**config.mk**
```make
export PLATFORM = sky130hd
export DESIGN_NAME = tpc_timer_ctrl
export DESIGN_NICKNAME = d
export VERILOG_FILES = /design/src/rtl/tpc_pkg.sv /design/src/rtl/tpc_regs.sv /design/src/rtl/tpc_prescaler.sv /design/src/rtl/tpc_counter.sv /design/src/rtl/tpc_timer_ctrl.sv
export SDC_FILE = /design/constraint.sdc
export NUM_CORES = 1
export LEC_CHECK = 0
export BUFFER_PORTS_ARGS = -buffer_cell sky130_fd_sc_hd__buf_4
export CAP_MARGIN = 20
export CORE_AREA = 2 2 52 54
export DETAILED_ROUTE_END_ITERATION = 10
export DIE_AREA = 0 0 54 56
export HOLD_SLACK_MARGIN = 0.15
export PLACE_DENSITY = 0.8
export SLEW_MARGIN = 40
export SYNTH_ARGS = -nofsm -noshare
export SYNTH_HDL_FRONTEND = slang
export SYNTH_SLANG_ARGS = --single-unit
```
**constraint.sdc**
```tcl
create_clock -name clk -period 2.3 [get_ports clk]
set_clock_uncertainty 0.1 [all_clocks]
set_input_delay 0.23 -clock clk [delete_from_list [all_inputs] [get_ports clk]]
set_output_delay 0.23 -clock clk [all_outputs]
set_load 0.01 [all_outputs]
```
**src/rtl/tpc_pkg.sv**
```systemverilog
package tpc_pkg;
  localparam int PLL_BIT  = 7;
  localparam int DIV_HI   = 6;
  localparam int DIV_LO   = 5;
  localparam int TSRC_BIT = 4;
  localparam int ICLK_BIT = 3;

  // clock-source select: write allowed only with PLL on and timer idle
  function automatic logic guard_tsrc(input logic pll_old, input logic run,
                                      input logic cur, input logic req);
    return (pll_old && !run) ? req : cur;
  endfunction

  // clock-mode select: forced low while the PLL was off
  function automatic logic guard_iclk(input logic pll_old, input logic req);
    return pll_old & req;
  endfunction

  function automatic int div_factor(input int ps);
    return ps + 1;
  endfunction
endpackage

```
**src/rtl/tpc_regs.sv**
```systemverilog
module tpc_regs #(
  parameter int PS_W = 3
) (
  input  logic            clk,
  input  logic            rst_n,
  input  logic            wr_en,
  input  logic [7:0]      wr_data,
  input  logic            run,
  input  logic            ovf,
  output logic            pll_en,
  output logic [1:0]      pll_div,
  output logic            tsrc_fast,
  output logic            iclk_fast,
  output logic [PS_W-1:0] ps_wr,
  output logic [PS_W-1:0] ps_act
);
  import tpc_pkg::*;

  logic tsrc_n, iclk_n;
  logic load_now;   // stopped write: immediate
  logic load_pend;  // overflow or idle: take pending value

  always_comb begin
    tsrc_n = guard_tsrc(pll_en, run, tsrc_fast, wr_data[TSRC_BIT]);
    iclk_n = guard_iclk(pll_en, wr_data[ICLK_BIT]);
    if (!wr_data[PLL_BIT]) begin
      tsrc_n = 1'b0;
      iclk_n = 1'b0;
    end
  end

  assign load_now  = wr_en && !run;
  assign load_pend = !run || ovf;

  always_ff @(posedge clk or negedge rst_n) begin
    if (!rst_n) begin
      pll_en    <= 1'b0;
      pll_div   <= '0;
      tsrc_fast <= 1'b0;
      iclk_fast <= 1'b0;
      ps_wr     <= '0;
      ps_act    <= '0;
    end else begin
      if (wr_en) begin
        pll_en    <= wr_data[PLL_BIT];
        pll_div   <= wr_data[DIV_HI:DIV_LO];
        tsrc_fast <= tsrc_n;
        iclk_fast <= iclk_n;
        ps_wr     <= wr_data[PS_W-1:0];
      end
      if (load_now)       ps_act <= wr_data[PS_W-1:0];
      else if (load_pend) ps_act <= ps_wr;
    end
  end

  p_tsrc_hold_r2: assert property (@(posedge clk) disable iff (!rst_n)
    (wr_en && wr_data[PLL_BIT] && (!pll_en || run)) |=> $stable(tsrc_fast));
  p_iclk_force_r3: assert property (@(posedge clk) disable iff (!rst_n)
    (wr_en && !pll_en) |=> !iclk_fast);
  p_pll_off_r4: assert property (@(posedge clk) disable iff (!rst_n)
    !pll_en |-> (!tsrc_fast && !iclk_fast));
  p_act_hold_r7: assert property (@(posedge clk) disable iff (!rst_n)
    (run && !ovf) |=> $stable(ps_act));
  p_readback_r8: assert property (@(posedge clk) disable iff (!rst_n)
    wr_en |=> ps_wr == $past(wr_data[PS_W-1:0]));
endmodule

```
**src/rtl/tpc_prescaler.sv**
```systemverilog
module tpc_prescaler #(
  parameter int PS_W = 3
) (
  input  logic            clk,
  input  logic            rst_n,
  input  logic            run,
  input  logic [PS_W-1:0] ps_act,
  output logic            tick
);
  logic [PS_W-1:0] pre_cnt;

  assign tick = run && (pre_cnt == ps_act);

  always_ff @(posedge clk or negedge rst_n) begin
    if (!rst_n)              pre_cnt <= '0;
    else if (!run || tick)   pre_cnt <= '0;
    else                     pre_cnt <= pre_cnt + 1'b1;
  end

  p_pre_bound_r5: assert property (@(posedge clk) disable iff (!rst_n)
    run |-> (pre_cnt <= ps_act));
  p_idle_quiet_r9: assert property (@(posedge clk) disable iff (!rst_n)
    !run |-> !tick);
endmodule

```
**src/rtl/tpc_counter.sv**
```systemverilog
module tpc_counter #(
  parameter int CNT_W = 12
) (
  input  logic             clk,
  input  logic             rst_n,
  input  logic             tick,
  output logic [CNT_W-1:0] count,
  output logic             ovf
);
  localparam logic [CNT_W-1:0] MAXV = {CNT_W{1'b1}};

  assign ovf = tick && (count == MAXV);

  always_ff @(posedge clk or negedge rst_n) begin
    if (!rst_n)    count <= '0;
    else if (tick) count <= count + 1'b1;
  end

  p_ovf_wrap_r6: assert property (@(posedge clk) disable iff (!rst_n)
    ovf |=> (count == '0));
  p_step_r6: assert property (@(posedge clk) disable iff (!rst_n)
    (tick && !ovf) |=> (count == $past(count) + 1'b1));
  p_hold_r9: assert property (@(posedge clk) disable iff (!rst_n)
    !tick |=> $stable(count));
endmodule

```
**src/rtl/tpc_timer_ctrl.sv**
```systemverilog
module tpc_timer_ctrl #(
  parameter int CNT_W = 12,
  parameter int PS_W  = 3
) (
  input  logic             clk,
  input  logic             rst_n,
  input  logic             wr_en,
  input  logic [7:0]       wr_data,
  input  logic             run,
  output logic [7:0]       rd_data,
  output logic             pll_en,
  output logic [1:0]       pll_div,
  output logic             tsrc_fast,
  output logic             iclk_fast,
  output logic [PS_W-1:0]  ps_active,
  output logic             tick,
  output logic [CNT_W-1:0] count,
  output logic             ovf
);
  logic [PS_W-1:0] ps_wr;

  tpc_regs #(.PS_W(PS_W)) u_regs (
    .clk(clk), .rst_n(rst_n), .wr_en(wr_en), .wr_data(wr_data), .run(run),
    .ovf(ovf), .pll_en(pll_en), .pll_div(pll_div), .tsrc_fast(tsrc_fast),
    .iclk_fast(iclk_fast), .ps_wr(ps_wr), .ps_act(ps_active)
  );

  tpc_prescaler #(.PS_W(PS_W)) u_pre (
    .clk(clk), .rst_n(rst_n), .run(run), .ps_act(ps_active), .tick(tick)
  );

  tpc_counter #(.CNT_W(CNT_W)) u_cnt (
    .clk(clk), .rst_n(rst_n), .tick(tick), .count(count), .ovf(ovf)
  );

  assign rd_data = {pll_en, pll_div, tsrc_fast, iclk_fast, ps_wr};

  p_rd_pll_r1: assert property (@(posedge clk) disable iff (!rst_n)
    wr_en |=> (rd_data[7:5] == $past(wr_data[7:5])));
endmodule

```
======== Yosys cells after proc, flatten, opt, wreduce, memory -nomap -nowiden ========
Cells that the tools add are included.
W data, S select, Z words.
word-level totals
  register bits ........................... 26
  bits of input ports ..................... 12
  output and inout port bits .............. 30
  logic and storage cells ................. 29
cells by class
  add/subtract/negate cells ............... 2
  eq/ne operators ......................... 3
  mux-type cells .......................... 6
  bitwise operators ....................... 1
  reduce and logical (&&, ||, !) cells .... 9
operators by type and width
  kind                     count
  $add A12 B1 Y12 const B  1
  $eq A12 B12 Y1 const B   1
  $mux W3                  3
  $logic_and A1 B1 Y1      4
  $add A3 B1 Y3 const B    1
  $eq A3 B3 Y1             1
  $mux W1                  3
  $logic_or A1 B1 Y1       2
  $ne A2 B1 Y1 const B     1
  $reduce_and A2 Y1        1
  $reduce_bool A2 Y1       1
  $and A1 B1 Y1            1
  $logic_not A1 Y1         1

======== Logic depth before layout (Yosys ltp) ========
  depth after elaboration ................. 6
  depth in mapped cells ................... 5
  depth with buffers taken out ............ 4

======== Modules after synthesis ========
From an unflattened synthesis, not the netlist that was laid out.
unflattened totals
  cell total of the unflattened synthesis .. 98
  area, all modules ....................... 1,196.1 µm²
modules (own cells, without submodules)
  module          times used  cells each  area an instance (µm²)  sequential area each (µm²)
  tpc_counter     1           44          529.3                   300.3
  tpc_regs        1           35          465.4                   275.3
  tpc_prescaler   1           14          163.9                   75.1
  tpc_timer_ctrl  1           5           37.5                    0.0

======== Worst setup path before layout ========
OpenSTA, ideal clock, no wires.
  kind .................................... flip-flop to flip-flop
  from .................................... register u_cnt.count[3]
  to ...................................... register u_regs.ps_act[0]
  setup time .............................. 125 ps
  data arrival time ....................... 1,429 ps
  data required time ...................... 2,075 ps
  setup slack ............................. 646 ps
  stages on the path, launching flop included .. 5
  buffers on the path ..................... 0
  period minus slack after synthesis ...... 1,654 ps
  cell sequence ........................... dfrtp_1 -> and4_4 -> nand4_4 -> o31ai_4 -> mux2_2
on the way
  word-level cells in the longest chain between the ends .. 4
ends and longest elaborated chain
  what                                 line               RTL
  start, declared                      tpc_counter.sv:7   output logic [CNT_W-1:0] count,
  start signal, assigned               tpc_counter.sv:16  else if (tick) count <= count + 1'b1;
  $eq A12 B12 Y1                       tpc_counter.sv:12  assign ovf = tick && (count == MAXV);
  $logic_and A1 B1 Y1                  tpc_counter.sv:12
  $logic_or A1 B1 Y1                   tpc_regs.sv:33     assign load_pend = !run || ovf;
  $reduce_bool A2 Y1 (no source line)  --
  end signal, assigned                 tpc_regs.sv:51     if (load_now) ps_act <= wr_data[PS_W-1:0];
  end signal, assigned                 tpc_regs.sv:52     else if (load_pend) ps_act <= ps_wr;
  end, declared                        tpc_regs.sv:15     output logic [PS_W-1:0] ps_act
Every way passes these cells.
A chain may end at the register's enable or synchronous reset.

==> results by group <==
Yosys
  – Post-synthesis adder-cell area fraction: 0.02010
  – Share of the synthesized area in the top cell type: 0.5226
  – Syn_nets: approximately 120
  – Largest family of logic cells by synthesized area: simple AND/OR/NAND/NOR gates
  – Area contributors post-synth: dfrtp_1 52%, mux2_2 11%, xor2_1 6.3%, xnor2_1 4.2%, buf_4 3.0%
  – Most instantiated cells after synthesis: 26 x dfrtp_1, 12 x mux2_2, 9 x nand2_1, 9 x xor2_1, 7 x nor2_1
  – Cell count after synthesis: 107
  – Synth Area in Simple Gates: 0.1487
  – Synth area leader: dfrtp_1
  – Post-synth cell types: 23
  – Cell Area, Synth: 1245 sq um
  – Top FF cell, synth: dfrtp_1
  – Post-synthesis compound-gate area fraction: 0.03719
  – Sequential area share after synthesis: 0.5226
  – EDFF count, synth: 0
  – Ys Warns: 0
  – Asr flop ratio synth: 1.000
  – Cell with the most instances after synthesis: dfrtp_1
  – Syn avg cell area: 11.63 sq um
  – Post-synthesis mux area share: 0.1085
  – Synth Area in XOR/XNOR: 0.1055
  – Seq cells post-synth: 26

Timing
  – Worst hold margin: 257.1 ps
  – Final Critical Period: 2144 ps
  – Hold Vio Cnt, Final: 0
  – Max-slew violation count: 0
  – Rel. slew slack: 0.7642
  – Final setup viols: 0
  – Setup ws final: 156.4 ps
  – Max Clock Freq: about 470 MHz
  – Slew @ Worst Pin: 350.5 ps
  – Setup TNS Final: 0 ps
  – RSZ-0062 raised after global routing: false
  – Final period util: 0.9320

Critical path
  – Worst Path Arrival: ~2200 ps
  – Critical-path top delay cell: dlygate4sd3_1
  – CP endpoint kind: flip-flop
  – Largest stage delay, worst path: 580 ps
  – Critical path's most frequent cell: dlygate4sd3_1
  – Crit start category: input pin
  – Required time worst endpoint: 2400 ps
  – Max Fanout on Critical Path: 11
  – CP Class: input pin to flip-flop
  – CP Cell Sequence: dlygate4sd3_1, buf_4, nand2_1, dlygate4sd3_1, o21ai_0, dlygate4sd3_1

Die
  – Die X: 54 um
  – Area of the core: 2432 sq um
  – Die Area: 3024 sq um
  – Rows: 18
  – Die Span Y: 56 um
  – # IOs: 42
  – Initial core utilization: 0.5118

Route
  – DRT iter0 DRCs: 18
  – Via Count: 1004
  – WL final: between 2000 and 3000 um
  – Post-route ant nets: 0
  – Wirelength per Cell: 14.00 um
  – DR DRC count: 0
  – Drt pass-1 iters: 4
  – Vias per cell: 5.149

Power and ir drop
  – Max rail drop VDD: 710.9 uV
  – P_leak: 0.0008776 uW
  – PD cells: 657.8 nW/um^2

Layout
  – P&R area growth vs syn: 41.21%
  – Proportion of layout cells with a drive suffix above 1: 0.3879
  – N_diodes: 0
  – Nets: 181

Global route
  – Largest net degree at the start of global routing: 27
  – Vias in the first global route: 964
  – Gr usage total: 0.1804
  – Total grt overflow: 0
  – Initial antenna violation count: 0
  – First-pass GRT wire length: 4022 um

Place
  – DP HPWL: around 1800 um
  – Place WS: ~440 ps
  – Routability cong.: 0.7526
  – I/O Buffers: 41

Clocking
  – TritonCTS clock tree: yes
  – CTS sink cnt: 26
  – Worst-path clk slew: about 120 ps
  – Longest Clk Path Bufs: 2
  – CTS Root Cell: clkbuf_4
  – H-tree depth: 1
  – CTS buffer count: 3
  – Worst skew pair latency: ~300 ps
  – Post-CTS Resized: 0

Run
  – Max-cap viol count: 0

Hold path
  – Worst hold-check path type: input pin to asynchronous set/reset pin

Outcome
  – Status: complete, no violations
==> sequential cells by signal, summed over array words and instances, names as in the netlist <==
register	cells
u_regs.ps_act	3
u_regs.tsrc_fast	1
u_regs.ps_wr	3
u_regs.iclk_fast	1
u_pre.pre_cnt	3
u_regs.pll_div	2
u_cnt.count	12
u_regs.pll_en	1
==> layout make-up <==
cell class              instances  area [sq um]
multi-input cells              69         523.0
flip-flops and latches         26         650.6
well taps                      30         37.54
repair buffers                 62         505.5
inverters                       5         18.77
clock buffers                   3         22.52
fillers                       175         674.4
==> layer usage <==
layer,global-route usage,routed length (um)
met1,0.2114,1191
met2,0.3223,1334
met3,0.03226,203
met4,0.05357,0
met5,0,0
==> path summary, 6_finish.rpt <==
check	end	startpoint	slack [ps]	depth (start not counted)
min in group clk	u_pre.pre_cnt[0]	u_pre.pre_cnt[0]	400	1
worst min-delay path	u_regs.pll_div[0]	rst_n	260	2
max in group asynchronous	u_pre.pre_cnt[0]	rst_n	1600	2
worst max-delay path	u_regs.pll_en	wr_en	160	6
worst max register to register	u_regs.ps_act[2]	u_regs.ps_act[1]	550	4
worst min register to register	u_pre.pre_cnt[0]	u_pre.pre_cnt[0]	400	1
==> layout by cell type (no fill, tap or decap), drive strengths merged, types with 2 or more instances in the layout <==
cell type / instances
clkbuf: 3
nor2: 7
nor3: 5
inv: 5
buf: 46
mux2: 12
xor2: 9
nand4: 3
ha: 2
o21ai: 2
nor4: 2
nand2: 9
dfrtp: 26
xnor2: 6
nand3: 6
dlygate4sd3: 16
==> power breakdown <==
group          internal (uW)  switching [uW]  total [uW]
Clock                   61.1             119         181
Combinational            209             167         376
Sequential               521            79.2         600
Total                    790             366        1160
==> per-stage QoR <==
stage / utilization / area, sq um / total power (uW) / std cells
final: 0.7227 / 1758 / 1156 / 195
after global routing: 0.7227 / 1758 / 1237 / 195
after CTS: 0.7063 / 1718 / 1148 / 190
after detailed placement: 0.6353 / 1545 / 942.5 / 172
after global placement: 0.6353 / 1545 / 924.9 / 172
after floorplan: - / 1245 / 786.8 / 107
==> timing repair <==
item                                    in CTS  in global routing
hold buffers                                15                  1
endpoints found under the setup margin       0                  2
endpoints found under the hold margin       37                  2
setup buffers                                0                  4
==> worst max-delay path, delay by kind of cell <==
family                 cells  cell delay [ps]
AO/OA/AOI/OAI              1               90
buffers and inverters      4             1850
AND/OR/NAND/NOR            1               70
==> cells by family (layout without fill, tap and decap cells) <==
| kind of cell | count (synthesis) | after routing |
|---|---|---|
| simple gates | 35 | 35 |
| flops | 26 | 26 |
| xor+xnor | 15 | 15 |
| mux | 12 | 12 |
| buf+inv | 12 | 70 |
| compound gates | 5 | 5 |
| fa+ha+maj | 2 | 2 |
No activity file was read; power rests on OpenSTA's default activity.
